`src/rtl/omega_pkg.sv`:
```
package omega_pkg;

    localparam int LBL_W = 3;
    localparam int PORTS = 1 << LBL_W;
    localparam int ELEMS = PORTS / 2;
    localparam int PAY_W = 8;

    typedef logic [LBL_W-1:0] label_t;
    typedef logic [PAY_W-1:0] pay_t;

    typedef struct packed {
        logic   vld;
        label_t src;
        label_t dst;
        pay_t   pay;
    } flit_t;

    // perfect shuffle: rotate lane index left by one bit
    function automatic label_t shuffle(label_t idx);
        return {idx[LBL_W-2:0], idx[LBL_W-1]};
    endfunction

    // straight keeps the lane side, cross flips it
    function automatic logic pick_port(logic side, logic s_bit, logic d_bit);
        return side ^ (s_bit ^ d_bit);
    endfunction

endpackage

```
`src/rtl/omega_shuffle.sv`:
```
module omega_shuffle
    import omega_pkg::*;
(
    input  flit_t [PORTS-1:0] din,
    output logic  [PORTS-1:0] din_rdy,
    output flit_t [PORTS-1:0] dout,
    input  logic  [PORTS-1:0] dout_rdy
);

    always_comb begin
        dout    = '0;
        din_rdy = '0;
        for (int i = 0; i < PORTS; i++) begin
            dout[shuffle(label_t'(i))] = din[i];
            din_rdy[i] = dout_rdy[shuffle(label_t'(i))];
        end
    end

endmodule

```
`src/rtl/omega_elem.sv`:
```
module omega_elem
    import omega_pkg::*;
#(
    parameter int BITPOS = LBL_W - 1
) (
    input  logic  clk,
    input  logic  rst,
    input  flit_t up_in,
    input  flit_t lo_in,
    output logic  up_rdy,
    output logic  lo_rdy,
    output flit_t out0,
    output flit_t out1,
    input  logic  out0_rdy,
    input  logic  out1_rdy
);

    logic        up_port;
    logic        lo_port;
    logic [1:0]  can_load;
    logic [1:0]  up_take;
    logic [1:0]  lo_take;
    flit_t [1:0] held_q;

    always_comb begin
        up_port     = pick_port(1'b0, up_in.src[BITPOS], up_in.dst[BITPOS]);
        lo_port     = pick_port(1'b1, lo_in.src[BITPOS], lo_in.dst[BITPOS]);
        can_load[0] = !held_q[0].vld || out0_rdy;
        can_load[1] = !held_q[1].vld || out1_rdy;
        for (int p = 0; p < 2; p++) begin
            up_take[p] = up_in.vld && (up_port == p[0]) && can_load[p];
            lo_take[p] = lo_in.vld && (lo_port == p[0]) && can_load[p]
                         && !(up_in.vld && (up_port == p[0]));
        end
        up_rdy = can_load[up_port];
        lo_rdy = can_load[lo_port] && !(up_in.vld && (up_port == lo_port));
    end

    always_ff @(posedge clk) begin
        if (rst) begin
            held_q <= '0;
        end else begin
            for (int p = 0; p < 2; p++) begin
                if (can_load[p]) begin
                    if (up_take[p])      held_q[p] <= up_in;
                    else if (lo_take[p]) held_q[p] <= lo_in;
                    else                 held_q[p] <= '0;
                end
            end
        end
    end

    assign out0 = held_q[0];
    assign out1 = held_q[1];

endmodule

```
`src/rtl/omega_stage.sv`:
```
module omega_stage
    import omega_pkg::*;
#(
    parameter int BITPOS = LBL_W - 1
) (
    input  logic              clk,
    input  logic              rst,
    input  flit_t [PORTS-1:0] din,
    output logic  [PORTS-1:0] din_rdy,
    output flit_t [PORTS-1:0] dout,
    input  logic  [PORTS-1:0] dout_rdy
);

    for (genvar j = 0; j < ELEMS; j++) begin : g_elem
        omega_elem #(.BITPOS(BITPOS)) u_elem (
            .clk      (clk),
            .rst      (rst),
            .up_in    (din[2*j]),
            .lo_in    (din[2*j+1]),
            .up_rdy   (din_rdy[2*j]),
            .lo_rdy   (din_rdy[2*j+1]),
            .out0     (dout[2*j]),
            .out1     (dout[2*j+1]),
            .out0_rdy (dout_rdy[2*j]),
            .out1_rdy (dout_rdy[2*j+1])
        );
    end

endmodule

```
`src/rtl/omega_net.sv`:
```
module omega_net
    import omega_pkg::*;
(
    input  logic                   clk,
    input  logic                   rst,
    input  logic [PORTS-1:0]       in_valid,
    output logic [PORTS-1:0]       in_ready,
    input  logic [PORTS*LBL_W-1:0] in_dst,
    input  logic [PORTS*PAY_W-1:0] in_data,
    output logic [PORTS-1:0]       out_valid,
    input  logic [PORTS-1:0]       out_ready,
    output logic [PORTS*LBL_W-1:0] out_src,
    output logic [PORTS*LBL_W-1:0] out_dst,
    output logic [PORTS*PAY_W-1:0] out_data
);

    flit_t [PORTS-1:0] entry;
    flit_t [PORTS-1:0] lane     [LBL_W+1];
    logic  [PORTS-1:0] lane_rdy [LBL_W+1];
    flit_t [PORTS-1:0] mixd     [LBL_W];
    logic  [PORTS-1:0] mixd_rdy [LBL_W];

    always_comb begin
        for (int i = 0; i < PORTS; i++) begin
            entry[i].vld = in_valid[i];
            entry[i].src = label_t'(i);
            entry[i].dst = in_dst[i*LBL_W +: LBL_W];
            entry[i].pay = in_data[i*PAY_W +: PAY_W];
        end
    end

    assign lane[0]         = entry;
    assign lane_rdy[LBL_W] = out_ready;
    assign in_ready        = lane_rdy[0];

    for (genvar k = 0; k < LBL_W; k++) begin : g_rank
        omega_shuffle u_mix (
            .din      (lane[k]),
            .din_rdy  (lane_rdy[k]),
            .dout     (mixd[k]),
            .dout_rdy (mixd_rdy[k])
        );
        omega_stage #(.BITPOS(LBL_W - 1 - k)) u_stage (
            .clk      (clk),
            .rst      (rst),
            .din      (mixd[k]),
            .din_rdy  (mixd_rdy[k]),
            .dout     (lane[k+1]),
            .dout_rdy (lane_rdy[k+1])
        );
    end

    always_comb begin
        for (int i = 0; i < PORTS; i++) begin
            out_valid[i]                 = lane[LBL_W][i].vld;
            out_src[i*LBL_W +: LBL_W]    = lane[LBL_W][i].src;
            out_dst[i*LBL_W +: LBL_W]    = lane[LBL_W][i].dst;
            out_data[i*PAY_W +: PAY_W]   = lane[LBL_W][i].pay;
        end
    end

endmodule

```
`config.mk`:
```
export PLATFORM = sky130hd
export DESIGN_NAME = omega_net
export DESIGN_NICKNAME = d
export VERILOG_FILES = /design/src/rtl/omega_pkg.sv /design/src/rtl/omega_shuffle.sv /design/src/rtl/omega_elem.sv /design/src/rtl/omega_stage.sv /design/src/rtl/omega_net.sv
export SDC_FILE = /design/constraint.sdc
export NUM_CORES = 1
export LEC_CHECK = 0
export ABC_AREA = 1
export BUFFER_PORTS_ARGS = -buffer_cell sky130_fd_sc_hd__buf_4
export CORE_ASPECT_RATIO = 1.1
export CORE_UTILIZATION = 40
export CTS_CLUSTER_DIAMETER = 120
export DETAILED_ROUTE_END_ITERATION = 6
export PLACE_DENSITY_LB_ADDON = 0.3
export SLEW_MARGIN = 20
export SYNTH_ARGS = -nofsm -noshare
export SYNTH_HDL_FRONTEND = slang
export SYNTH_SLANG_ARGS = --single-unit
```
`constraint.sdc`:
```
create_clock -name clk -period 3.4 [get_ports clk]
set_input_delay 0.34 -clock clk [delete_from_list [all_inputs] [get_ports clk]]
set_output_delay 0.34 -clock clk [all_outputs]
set_load 0.02 [all_outputs]
```
Word-level counts from Yosys, hierarchy flattened
Index checks and enable logic that the tools add are counted.
Widths: inputs -> output; s select.
{ "word_totals": {"out_inout_bits": 128, "rom_bits": 0, "ram_bits": 0, "register_bits": 360, "n_memories": 0, "wordCells": 496, "latch_bits": 0} }
{ "op_classes": {"reduce_logical": 228, "mux": 96, "multipliers": 0, "n_div": 0, "n_lt_le_gt_ge": 24, "shift": 0, "n_bitwise": 40, "addsub": 0, "eq_ne": 12} }
{ "ops": {"columns": ["op", "n"], "rows": [
  ["$mux 15", 48],
  ["$logic_and 1x1->1", 144],
  ["$logic_not 1->1", 60],
  ["$lt 1x2->1 const B", 24],
  ["$mux 1", 48],
  ["$logic_or 1x1->1", 24],
  ["$not 1->1", 24],
  ["$xor 1x1->1", 16],
  ["$eq 1x1->1", 12]
]} }

Logic depth before layout (Yosys ltp)
Gate-level depths: netlist of the first run.
{ "logic_depth": {"depth_word": 15, "ltp_mapped": 15, "mapped_depth_nobuf": 14} }

By module
A second synthesis of the first run with hierarchy kept.
{ "hier_totals": {"cells_unflattened": 3434, "hier_area_um2": 23775.3} }
{ "by_module_without_submodules": {"columns": ["module", "cells_per_inst", "instances", "area_per_inst_um2"], "rows": [
  ["omega_elem (g_rank[1].u_stage.g_elem[0].u_elem ...)", 254, 4, 1761.7],
  ["omega_elem (g_rank[0].u_stage.g_elem[0].u_elem ...)", 254, 4, 1754.2],
  ["omega_elem (g_rank[2].u_stage.g_elem[0].u_elem ...)", 254, 4, 1705.4],
  ["omega_shuffle", 128, 3, 960.9],
  ["omega_net", 2, 1, 7.5]
]} }

Worst setup path after synthesis of the first run
No wires, ideal clock.
{ "synth_timing": {"kind": "register -> output", "from": "register g_rank[2].u_stage.g_elem[2].u_elem.held_q (netlist bit g_rank[2].u_stage.g_elem[2].u_elem.out0[14])", "to": "output in_ready[7]", "path_slack_ps": 1370, "path_buffers": 2, "t_arrival_ps": 1690, "stages_incl_launch_ff": 16, "required_time_ps": 3060, "cell_sequence": "dfxtp_1 -> inv_1 -> nor2_4 -> inv_2 -> nand3_1 -> nand2_1 -> nand2_1 -> nand2_2 -> nand2_1 -> nand2_1 -> nand2_2 -> nand2_4 -> buf_6 -> nor2_1 -> a21oi_1 -> buf_4"} }
{ "synth_via": {"elab_chain_len": 13} }
{ "synth_rtl": {"columns": ["element", "line_no", "source"], "rows": [
  ["start: declaration", "omega_elem.sv:23", "flit_t [1:0] held_q;"],
  ["start signal: indexed assignment", "omega_elem.sv:45", "if (up_take[p]) held_q[p] <= up_in;"],
  ["start signal: indexed assignment", "omega_elem.sv:46", "else if (lo_take[p]) held_q[p] <= lo_in;"],
  ["$logic_not 1->1", "omega_elem.sv:28", "can_load[0] = !held_q[0].vld || out0_rdy;"],
  ["$logic_or 1x1->1", "omega_elem.sv:28", null],
  ["$mux 1 (implied by the code) (2 in series)", "omega_elem.sv:36", "lo_rdy = can_load[lo_port] && !(up_in.vld && (up_port == lo_port));"],
  ["$logic_and 1x1->1", "omega_elem.sv:36", null],
  ["$logic_or 1x1->1", "omega_elem.sv:28", null],
  ["$mux 1 (implied by the code) (2 in series)", "omega_elem.sv:36", null],
  ["$logic_and 1x1->1", "omega_elem.sv:36", null],
  ["$logic_or 1x1->1", "omega_elem.sv:29", "can_load[1] = !held_q[1].vld || out1_rdy;"],
  ["$mux 1 (implied by the code) (2 in series)", "omega_elem.sv:36", null],
  ["$logic_and 1x1->1", "omega_elem.sv:36", null],
  ["end: declaration", "omega_net.sv:7", "output logic [PORTS-1:0] in_ready,"]
]} }
No other way between the ends. The select of a mux whose other input is x is not followed.

Worst setup path after layout of the first run
{ "layout_timing": {"from": "register g_rank[2].u_stage.g_elem[1].u_elem.held_q (netlist bit g_rank[2].u_stage.g_elem[1].u_elem.out0[14])", "to": "output in_ready[5]"} }
{ "layout_via": {"elab_chain_len": 12} }
{ "layout_rtl": {"columns": ["element", "line_no", "source"], "rows": [
  ["start: declaration", "omega_elem.sv:23", null],
  ["start signal: indexed assignment", "omega_elem.sv:45", null],
  ["start signal: indexed assignment", "omega_elem.sv:46", null],
  ["$logic_not 1->1", "omega_elem.sv:28", null],
  ["$logic_or 1x1->1", "omega_elem.sv:28", null],
  ["$mux 1 (implied by the code) (2 in series)", "omega_elem.sv:36", null],
  ["$logic_and 1x1->1", "omega_elem.sv:36", null],
  ["$logic_or 1x1->1", "omega_elem.sv:29", null],
  ["$mux 1 (implied by the code) (2 in series)", "omega_elem.sv:35", "up_rdy = can_load[up_port];"],
  ["$logic_or 1x1->1", "omega_elem.sv:28", null],
  ["$mux 1 (implied by the code) (2 in series)", "omega_elem.sv:36", null],
  ["$logic_and 1x1->1", "omega_elem.sv:36", null]
]} }
No other way between the ends. The select of a mux whose other input is x is not followed.

==> results of run 1 <==
-- metrics by stage --
step	std cells	util
after floorplan	2012	-
after global placement	2618	0.458
after detailed placement	2618	0.458
after CTS	2681	0.491
after global routing	2681	0.491
final	2681	0.491
-- power groups by stage --
stage / clock network (mW) / registers, mW / logic (mW)
after floorplan: 0 / 4.33 / 0.494
after global placement: 0 / 4.39 / 0.747
after detailed placement: 0 / 4.39 / 0.753
after CTS: 4.17 / 4.30 / 0.758
after global routing: 4.35 / 4.31 / 0.845
final: 4.11 / 4.30 / 0.768
-- registers in the layout, summed over array words and instances, names as in the netlist --
register / count
g_rank.u_stage.g_elem.u_elem.out0: 173
g_rank.u_stage.g_elem.u_elem.out1: 173
-- cell usage after synthesis --
master / count / area (um2)
a21oi_4: 2 / 32.5
buf_2: 26 / 130
nor2_1: 139 / 522
nor3_1: 3 / 15.0
or2_2: 3 / 18.8
nor3_2: 5 / 50.1
nand2_4: 3 / 33.8
nand3b_1: 2 / 15.0
o22ai_1: 2 / 12.5
or2_1: 1 / 6.26
clkinv_1: 3 / 11.3
clkbuf_1: 86 / 323
nand2_1: 444 / 1670
o21ai_2: 2 / 17.5
a221oi_2: 3 / 45.0
nor2_4: 10 / 113
buf_4: 19 / 143
nand3_2: 3 / 30.0
o21a_1: 1 / 7.51
buf_1: 4 / 15.0
a32oi_1: 66 / 578
nand4_1: 34 / 213
clkinv_2: 1 / 5.00
a31oi_1: 52 / 325
a21oi_1: 277 / 1390
a22o_1: 2 / 17.5
o21ai_0: 106 / 531
o21ai_1: 10 / 50.1
buf_6: 6 / 67.6
inv_2: 16 / 60.1
nor4b_4: 1 / 23.8
dfxtp_1: 346 / 6930
nand2_2: 26 / 163
a22oi_1: 1 / 7.51
inv_1: 149 / 559
nor2_2: 5 / 31.3
a221oi_1: 57 / 499
nand3_1: 81 / 405
o31ai_1: 15 / 113
-- metal layers --
| metal | track usage | part of all wire | vias to the layer above | wire length [um] |
|---|---|---|---|---|
| met2 | 0.414 | 0.45 | 713 | 23300 |
| met3 | 0.0419 | 0.080 | 122 | 4110 |
| met1 | 0.336 | 0.42 | 6924 | 21400 |
| met4 | 0.124 | 0.046 | 0 | 2350 |
| li1 | - | - | 7197 | - |
| met5 | 0 | 0 | - | 0 |
-- critical path, stage by stage, from the launching register on --
cell and delay (ns):
dfxtp_1 0.33, inv_1 0.06, nor2_4 0.34, inv_2 0.21, nand2_2 0.14, nand2_2 0.08
nand2_1 0.15, nand3_2 0.10, nand2_2 0.26, inv_2 0.16, nand3_1 0.10, a22oi_1 0.12
buf_4 0.19
-- cell families after synthesis --
| group | after synthesis | share of synthesized area |
|---|---|---|
| buffers and inverters | 310 | 0.0866 |
| DFF | 346 | 0.457 |
| AOI/OAI and AO/OA | 596 | 0.239 |
| and+or+nand+nor | 760 | 0.218 |
-- worst min-delay path by stage --
| stage | end | slack (ns) | depth (start not counted) |
|---|---|---|---|
| after CTS | g_rank[0].u_stage.g_elem[0].u_elem.out0[8] | 0.08 | 3 |
| final | g_rank[0].u_stage.g_elem[0].u_elem.out0[4] | 0.1 | 3 |
| after detailed placement | g_rank[2].u_stage.g_elem[2].u_elem.out0[9] | 0.46 | 2 |
| after global routing | g_rank[0].u_stage.g_elem[0].u_elem.out0[8] | 0.08 | 3 |
| after floorplan | g_rank[0].u_stage.g_elem[3].u_elem.out0[10] | 0.44 | 2 |
| after global placement | g_rank[2].u_stage.g_elem[2].u_elem.out0[9] | 0.46 | 2 |
-- layout make-up --
cell class | instances | share of cell area
Clock buffer | 53 | 0.0584
Clock inverter | 10 | 0.00863
Inverter | 169 | 0.0348
Multi-Input combinational cell | 1356 | 0.379
Sequential cell | 346 | 0.379
Tap cell | 494 | 0.0338
Timing Repair Buffer | 253 | 0.106
==> flow_metrics.env, run 1 <==
export IMPL_layout_commonest_cell="nand2_1"
export IMPL_cts_tree="done"
export IMPL_grt_pass1_vias=13890
export IMPL_min_from="in_data[36]"
export IMPL_syn_to_final_growth_pct=20.4
export IMPL_ctsHtreeMaxLevel=2
export IMPL_cts_made_buffers=37
export IMPL_startpoint="g_rank[2].u_stage.g_elem[1].u_elem.out0[14]"
export IMPL_ys_seq_area_frac=0.457
export IMPL_clockBufferDepth=3
export IMPL_clk_pin_slew_ns=0.06
export IMPL_worst_slack_ns=0.268
export IMPL_grtUsageTotal=0.257
export IMPL_seq_area_um2=6930
export IMPL_combPwrFrac=0.084
export IMPL_wl_per_cell_um=19.1
export IMPL_fin_crit_sh=0.921
export IMPL_initial_core_util=0.408
export IMPL_critPathCaptureType="output pin"
export IMPL_dr_pass1_iters=6
export IMPL_die_x_um=188
export IMPL_clk_latency_ns=0.54
export IMPL_reg2regPathDepth=9
export IMPL_hpwl_um=37800
export IMPL_peakVddDrop_v=0.000261
export IMPL_yosysWarnings=0
export IMPL_tns_ns=0
export IMPL_period_needed_ns=3.13
export IMPL_grt_pass1_wl_um=78200
export IMPL_drive_above_1_share=0.178
export IMPL_syn_area_per_cell_um2=7.54
export IMPL_final_area_um2=18300
export IMPL_row_count=74
export IMPL_post_cts_buffers=0
export IMPL_p_leak_nw=7.13
export IMPL_port_buffers=233
export IMPL_worst_pin_slew_ns=0.971
export IMPL_hold_viol=0
export IMPL_routed_via_density=5.58
export IMPL_syn_inst=2012
export IMPL_coreArea_um2=37200
export IMPL_clock_sinks=346
export IMPL_cts_root_buf="clkbuf_16"
export IMPL_syn_nets=2118
export IMPL_p_clk_frac=0.448
export IMPL_multi_input_area_um2=6930
export IMPL_dpl_cell_area_um2=17000
export IMPL_ant_nets=0
export IMPL_crit_end="in_ready[5]"
export IMPL_rsz0062_at_grt="false"
export IMPL_final_nets=2269
export IMPL_hold_path_class="primary input to flop"
export IMPL_slew_viol_final=0
export IMPL_die_area_um2=38700
export IMPL_p_int_mw=6.91
export IMPL_crit_type="flop to output pin"
export IMPL_routed_wl_um=51100
export IMPL_synth_distinct_cells=39
export IMPL_antenna_found_initial=0
export IMPL_relSlewSlack=0.353
export IMPL_drv_cap=0
export IMPL_worstPathMaxFanout=17
export IMPL_power_switching_share=0.247
export IMPL_crit_arrival_ns=2.79
export IMPL_diodes=0
export IMPL_fin_skew_ns=0.0294
export IMPL_cp_required_ns=3.06
export IMPL_ios=234
export IMPL_timing_rr_end="g_rank[0].u_stage.g_elem[0].u_elem.out1[7]"
export IMPL_drc=0
export IMPL_synth_area_um2=15200
export IMPL_switching_power_mw=2.27
export IMPL_pwr_share_seq=0.469
export IMPL_r2r_start="g_rank[2].u_stage.g_elem[3].u_elem.out1[14]"
export IMPL_grt_max_degree=171
export IMPL_reg2reg_slack_ns=0.86
export IMPL_synth_seq_cells=346
export IMPL_die_h_um=206
export IMPL_place_congestion=0.979
export IMPL_max_freq_mhz=319
export IMPL_gr_total_overflow=0
export IMPL_fill_cells=3722
export IMPL_drtIter0Drc=1435
export IMPL_layout_common_cells="nand2_1 (444), dfxtp_1 (346), a21oi_1 (277), buf_4 (250), inv_1 (148)"
export IMPL_setup_viol=0
export IMPL_power_density_nw_per_um2=503
export IMPL_place_worst_setup_slack_ns=0.736
export IMPL_setup_worst_path_start_class="flop"
export IMPL_vias=14956
export IMPL_power_mw=9.18
export IMPL_cts_resized=0
export IMPL_postCtsHoldBufs=0
export IMPL_hold_slack_ns=0.0986
export IMPL_outcome="finished clean"
Power figures use the tool's default switching activity.
==> inputs of run 2 (changes only) <==
CORE_UTILIZATION = 50   (was 40)
CTS_BUF_LIST = sky130_fd_sc_hd__clkbuf_4 sky130_fd_sc_hd__clkbuf_8 sky130_fd_sc_hd__clkbuf_16   (was unset)
==> run 2 against run 1 <==
  * Routed wire length shrank 2.8%
  * Fmax shrank 3.0%
  * Critical endpoint is now in_ready[6]
  * Non-clock buffer count grew 6
  * Core utilization grew 12 points
  * Setup slack lost 0.097 ns
  * Sequential power is essentially flat
  * Sequential share of layout area grew 0.30 points
==> flow_metrics.env, run 2 (synthesis gave the netlist of run 1 again) <==
export IMPL_whs_path_depth=3
export IMPL_ios=234
export IMPL_grt_max_degree=214
export IMPL_gr_total_overflow=0
export IMPL_layout_common_cells="nand2_1 (444), dfxtp_1 (346), a21oi_1 (277), buf_4 (256), inv_1 (148)"
export IMPL_routed_wl_um=49700
export IMPL_vias=15020
export IMPL_ant_nets=0
export IMPL_dp_cells=2504
export IMPL_slew_viol_final=0
export IMPL_dr_pass1_iters=5
export IMPL_worstPathMaxFanout=25
export IMPL_die_area_um2=31000
export IMPL_layout_commonest_cell="nand2_1"
export IMPL_initial_core_util=0.510
export IMPL_place_congestion=1.01
export IMPL_die_h_um=185
export IMPL_clockBufferDepth=3
export IMPL_fin_skew_ns=0.0125
export IMPL_clock_sinks=346
export IMPL_p_leak_nw=7.15
export IMPL_coreArea_um2=29700
export IMPL_drtIter0Drc=1712
export IMPL_drv_cap=0
export IMPL_cts_resized=0
export IMPL_crit_type="flop to output pin"
export IMPL_syn_to_final_growth_pct=19.4
export IMPL_routed_via_density=5.86
export IMPL_outcome="finished clean"
export IMPL_cts_root_buf="clkbuf_16"
export IMPL_post_cts_buffers=0
export IMPL_drc=0
export IMPL_setup_viol=0
export IMPL_crit_arrival_ns=2.89
export IMPL_peakVddDrop_v=0.000309
export IMPL_max_freq_mhz=310
export IMPL_hpwl_um=36200
export IMPL_reg2regPathDepth=13
export IMPL_fill_cells=2728
export IMPL_power_density_nw_per_um2=497
export IMPL_cts_tree="done"
export IMPL_wl_per_cell_um=19.4
export IMPL_tns_ns=0
export IMPL_drive_above_1_share=0.183
export IMPL_die_x_um=168
export IMPL_grt_pass1_vias=13656
export IMPL_setup_worst_path_start_class="flop"
export IMPL_period_needed_ns=3.23
export IMPL_postCtsHoldBufs=0
export IMPL_seq_area_um2=6930
export IMPL_cts_made_buffers=37
export IMPL_port_buffers=233
export IMPL_final_cells=2564
export IMPL_worst_pin_slew_ns=1.00
export IMPL_final_nets=2275
export IMPL_relSlewSlack=0.332
export IMPL_clk_latency_ns=0.52
export IMPL_grtUsageTotal=0.312
export IMPL_critPathCaptureType="output pin"
export IMPL_fin_crit_sh=0.950
export IMPL_ctsHtreeMaxLevel=2
export IMPL_multi_input_area_um2=6930
export IMPL_hold_path_class="primary input to flop"
export IMPL_grt_pass1_wl_um=76100
export IMPL_cp_required_ns=3.06
export IMPL_clk_pin_slew_ns=0.06
export IMPL_antenna_found_initial=0
export IMPL_hold_viol=0
export IMPL_row_count=66
export IMPL_fin_util=0.609
export IMPL_rsz0062_at_grt="false"
export IMPL_diodes=0
## run 2: cell count changes in the layout (fill, tap and decap cells not counted), sizes merged
cell | before | now
inv | 167 | 166
bufinv | 4 | 1
clkinvlp | 0 | 2
buf | 253 | 259
clkbuf | 53 | 52
## run 2: stage by stage
stage / hold slack, ns / instance area (um2) / power, mW / setup slack [ns]
CTS: 0.0921 / 18100 / 9.02 / 0.206
detailed placement: 0.456 / 16900 / 5.13 / 0.654
global placement: 0.455 / 16900 / 5.12 / 0.702
floorplan: 0.436 / 15200 / 4.82 / 1.37
finish: 0.101 / 18100 / 9.01 / 0.171
global route: 0.109 / 18100 / 9.30 / 0.0298
## run 2: worst paths after layout
kind / start / slack (ns) / to
max: g_rank[2].u_stage.g_elem[1].u_elem.out1[14] / 0.17 / in_ready[6]
min: in_data[35] / 0.10 / g_rank[0].u_stage.g_elem[0].u_elem.out0[3]
max reg2reg: g_rank[2].u_stage.g_elem[3].u_elem.out1[14] / 0.92 / g_rank[0].u_stage.g_elem[0].u_elem.out1[14]
min reg2reg: g_rank[2].u_stage.g_elem[2].u_elem.out0[12] / 0.46 / g_rank[2].u_stage.g_elem[2].u_elem.out0[12]
## run 2: power by group
group | total, mW | switching (mW) | internal [mW]
combinational | 0.765 | 0.499 | 0.266
clock | 3.94 | 1.60 | 2.35
sequential | 4.30 | 0.133 | 4.17
## run 2: layer usage
metal | share of wire | global-route usage | wire [um] | up-vias
met4 | 0.031 | 0.107 | 1550 | 0
met3 | 0.080 | 0.0438 | 3990 | 99
met5 | 0 | 0 | 0 | -
met2 | 0.46 | 0.509 | 22900 | 710
li1 | - | - | - | 7214
met1 | 0.43 | 0.423 | 21200 | 6997
## run 2: area by class of cell
class / instances / area share
clock inverter: 8 / 0.00407
tap: 374 / 0.0258
inverter: 169 / 0.0351
sequential: 346 / 0.382
clock buffer: 52 / 0.0613
multi-input combinational: 1356 / 0.382
timing repair buffer: 259 / 0.109
## run 2: critical path: stages, from the launching register on
cell	delay [ns]
dfxtp_1	0.32
nand2_2	0.11
inv_1	0.24
nand2_2	0.20
nand2_4	0.20
nor2_4	0.15
o21ai_2	0.08
nand2_2	0.21
inv_2	0.15
or2_2	0.30
a21oi_1	0.21
buf_4	0.18
==> inputs of run 3 (changes only) <==
CORE_UTILIZATION = 41   (was 50)
==> run 3 against run 2 <==
  * Highest routed layer unchanged
  * Critical path depth is 1 higher
  * Clock power about the same
  * Flip-flop and latch count unchanged
  * Clock skew up 0.012 ns
  * Core utilization decreased by 11 points
  * Routed wire length rose by 2.5%
  * Critical path type unchanged
  * Fmax up 5.4%
==> flow_metrics.env, run 3 (synthesis gave the netlist of run 1 again) <==
export IMPL_outcome="finished clean"
export IMPL_ant_nets=0
export IMPL_setup_viol=0
export IMPL_p_leak_nw=7.13
export IMPL_worst_pin_slew_ns=0.973
export IMPL_die_x_um=185
export IMPL_switching_power_mw=2.28
export IMPL_power_switching_share=0.253
export IMPL_max_freq_mhz=326
export IMPL_drc=0
export IMPL_cts_root_buf="clkbuf_16"
export IMPL_routed_wl_um=50900
export IMPL_clk_latency_ns=0.54
export IMPL_dr_pass1_iters=6
export IMPL_cts_tree="done"
export IMPL_seq_area_um2=6930
export IMPL_antenna_found_initial=0
export IMPL_place_congestion=0.943
export IMPL_final_nets=2272
export IMPL_final_cells=2677
export IMPL_multi_input_area_um2=6930
export IMPL_coreArea_um2=36300
export IMPL_relSlewSlack=0.349
export IMPL_grt_pass1_vias=13727
export IMPL_port_buffers=233
export IMPL_power_mw=9.02
export IMPL_crit_arrival_ns=2.72
export IMPL_cp_required_ns=3.06
export IMPL_clk_pin_slew_ns=0.06
export IMPL_hpwl_um=37700
export IMPL_routed_via_density=5.64
export IMPL_grt_max_degree=99
export IMPL_die_h_um=204
export IMPL_critPathCaptureType="output pin"
export IMPL_fin_skew_ns=0.0242
export IMPL_wl_met3_um=3530
export IMPL_slew_viol_final=0
export IMPL_fill_cells=3552
export IMPL_peakVddDrop_v=0.000288
export IMPL_worstPathMaxFanout=17
export IMPL_postCtsHoldBufs=0
export IMPL_wl_per_cell_um=19.0
export IMPL_diodes=0
export IMPL_initial_core_util=0.418
export IMPL_ios=234
export IMPL_highest_layer="met4"
export IMPL_vias=15102
export IMPL_hold_slack_ns=0.107
export IMPL_hold_viol=0
export IMPL_hold_path_class="primary input to flop"
export IMPL_worst_slack_ns=0.335
export IMPL_die_area_um2=37800
export IMPL_row_count=73
export IMPL_post_cts_buffers=0
export IMPL_drv_cap=0
export IMPL_tns_ns=0
export IMPL_place_worst_setup_slack_ns=0.771
export IMPL_syn_to_final_growth_pct=20.0
export IMPL_clock_sinks=346
export IMPL_ctsHtreeMaxLevel=2
export IMPL_dp_cells=2614
export IMPL_drive_above_1_share=0.183
export IMPL_cts_made_buffers=37
export IMPL_fin_crit_sh=0.901
export IMPL_setup_worst_path_start_class="flop"
export IMPL_cts_resized=0
export IMPL_wl_met2_um=23300
export IMPL_grt_pass1_wl_um=78600
export IMPL_period_needed_ns=3.06
export IMPL_crit_type="flop to output pin"
export IMPL_p_int_mw=6.74
export IMPL_drtIter0Drc=1370
export IMPL_power_density_nw_per_um2=495
export IMPL_pwr_share_seq=0.477
export IMPL_combPwrFrac=0.085
export IMPL_clockBufferDepth=3
export IMPL_wl_met1_um=22300
export IMPL_p_clk_frac=0.438
export IMPL_grtUsageTotal=0.267
export IMPL_gr_total_overflow=0
export IMPL_layout_commonest_cell="nand2_1"
export IMPL_layout_common_cells="nand2_1 (444), dfxtp_1 (346), a21oi_1 (277), buf_4 (254), inv_1 (148)"
export IMPL_rsz0062_at_grt="false"
## run 3: cell count changes in the layout (fill, tap and decap cells not counted)
cell        change
buf_12          -1
buf_4           -2
clkbuf_16       -2
clkbuf_8        -2
inv_6           +1
clkinvlp_4      -1
clkbuf_4        +1
bufinv_16       +1
clkinv_2        +5
## run 3: final cells by class
cell class	instances	area share
well taps	487	0.0335
repair buffers	256	0.106
flip-flops and latches	346	0.380
multi-input cells	1356	0.380
clock buffers	49	0.0572
inverters	169	0.0349
clock inverters	14	0.00715
## run 3: power by group through the flow
stage | logic [mW] | registers (mW) | clock network (mW)
2_1_floorplan | 0.494 | 4.33 | 0
3_3_place_gp | 0.749 | 4.38 | 0
3_5_place_dp | 0.757 | 4.38 | 0
4_1_cts | 0.762 | 4.29 | 4.00
5_1_grt | 0.848 | 4.31 | 4.17
6_report | 0.770 | 4.30 | 3.95
## run 3: layer usage
metal	track usage	up-vias
met1	0.370	7119
met2	0.422	656
met5	0	-
met4	0.104	0
met3	0.0289	106
li1	-	7221
## run 3: metrics by stage
step / area (um2) / utilization
floorplan: 15200 / -
global placement: 17000 / 0.470
detailed placement: 17000 / 0.470
CTS: 18200 / 0.502
global route: 18200 / 0.502
finish: 18200 / 0.502
## run 3: critical path, stage by stage (launching register included)
cell and delay (ns):
dfxtp_1 0.32, inv_1 0.06, nor2_4 0.32, inv_2 0.20, nand2_2 0.14, nand2_2 0.08, nand2_1 0.14, nand3_2 0.10
nand2_2 0.25, inv_2 0.17, nand3_1 0.10, a22oi_1 0.11, buf_4 0.19
## run 3: worst paths after layout
path | cells past startpoint | slack (ns) | to | startpoint
max | 12 | 0.34 | in_ready[5] | g_rank[2].u_stage.g_elem[1].u_elem.out0[14]
max reg2reg | 9 | 0.86 | g_rank[0].u_stage.g_elem[0].u_elem.out1[3] | g_rank[2].u_stage.g_elem[3].u_elem.out1[14]
min | 3 | 0.11 | g_rank[0].u_stage.g_elem[0].u_elem.out0[2] | in_data[34]
min reg2reg | 2 | 0.46 | g_rank[2].u_stage.g_elem[3].u_elem.out0[0] | g_rank[2].u_stage.g_elem[3].u_elem.out0[0]
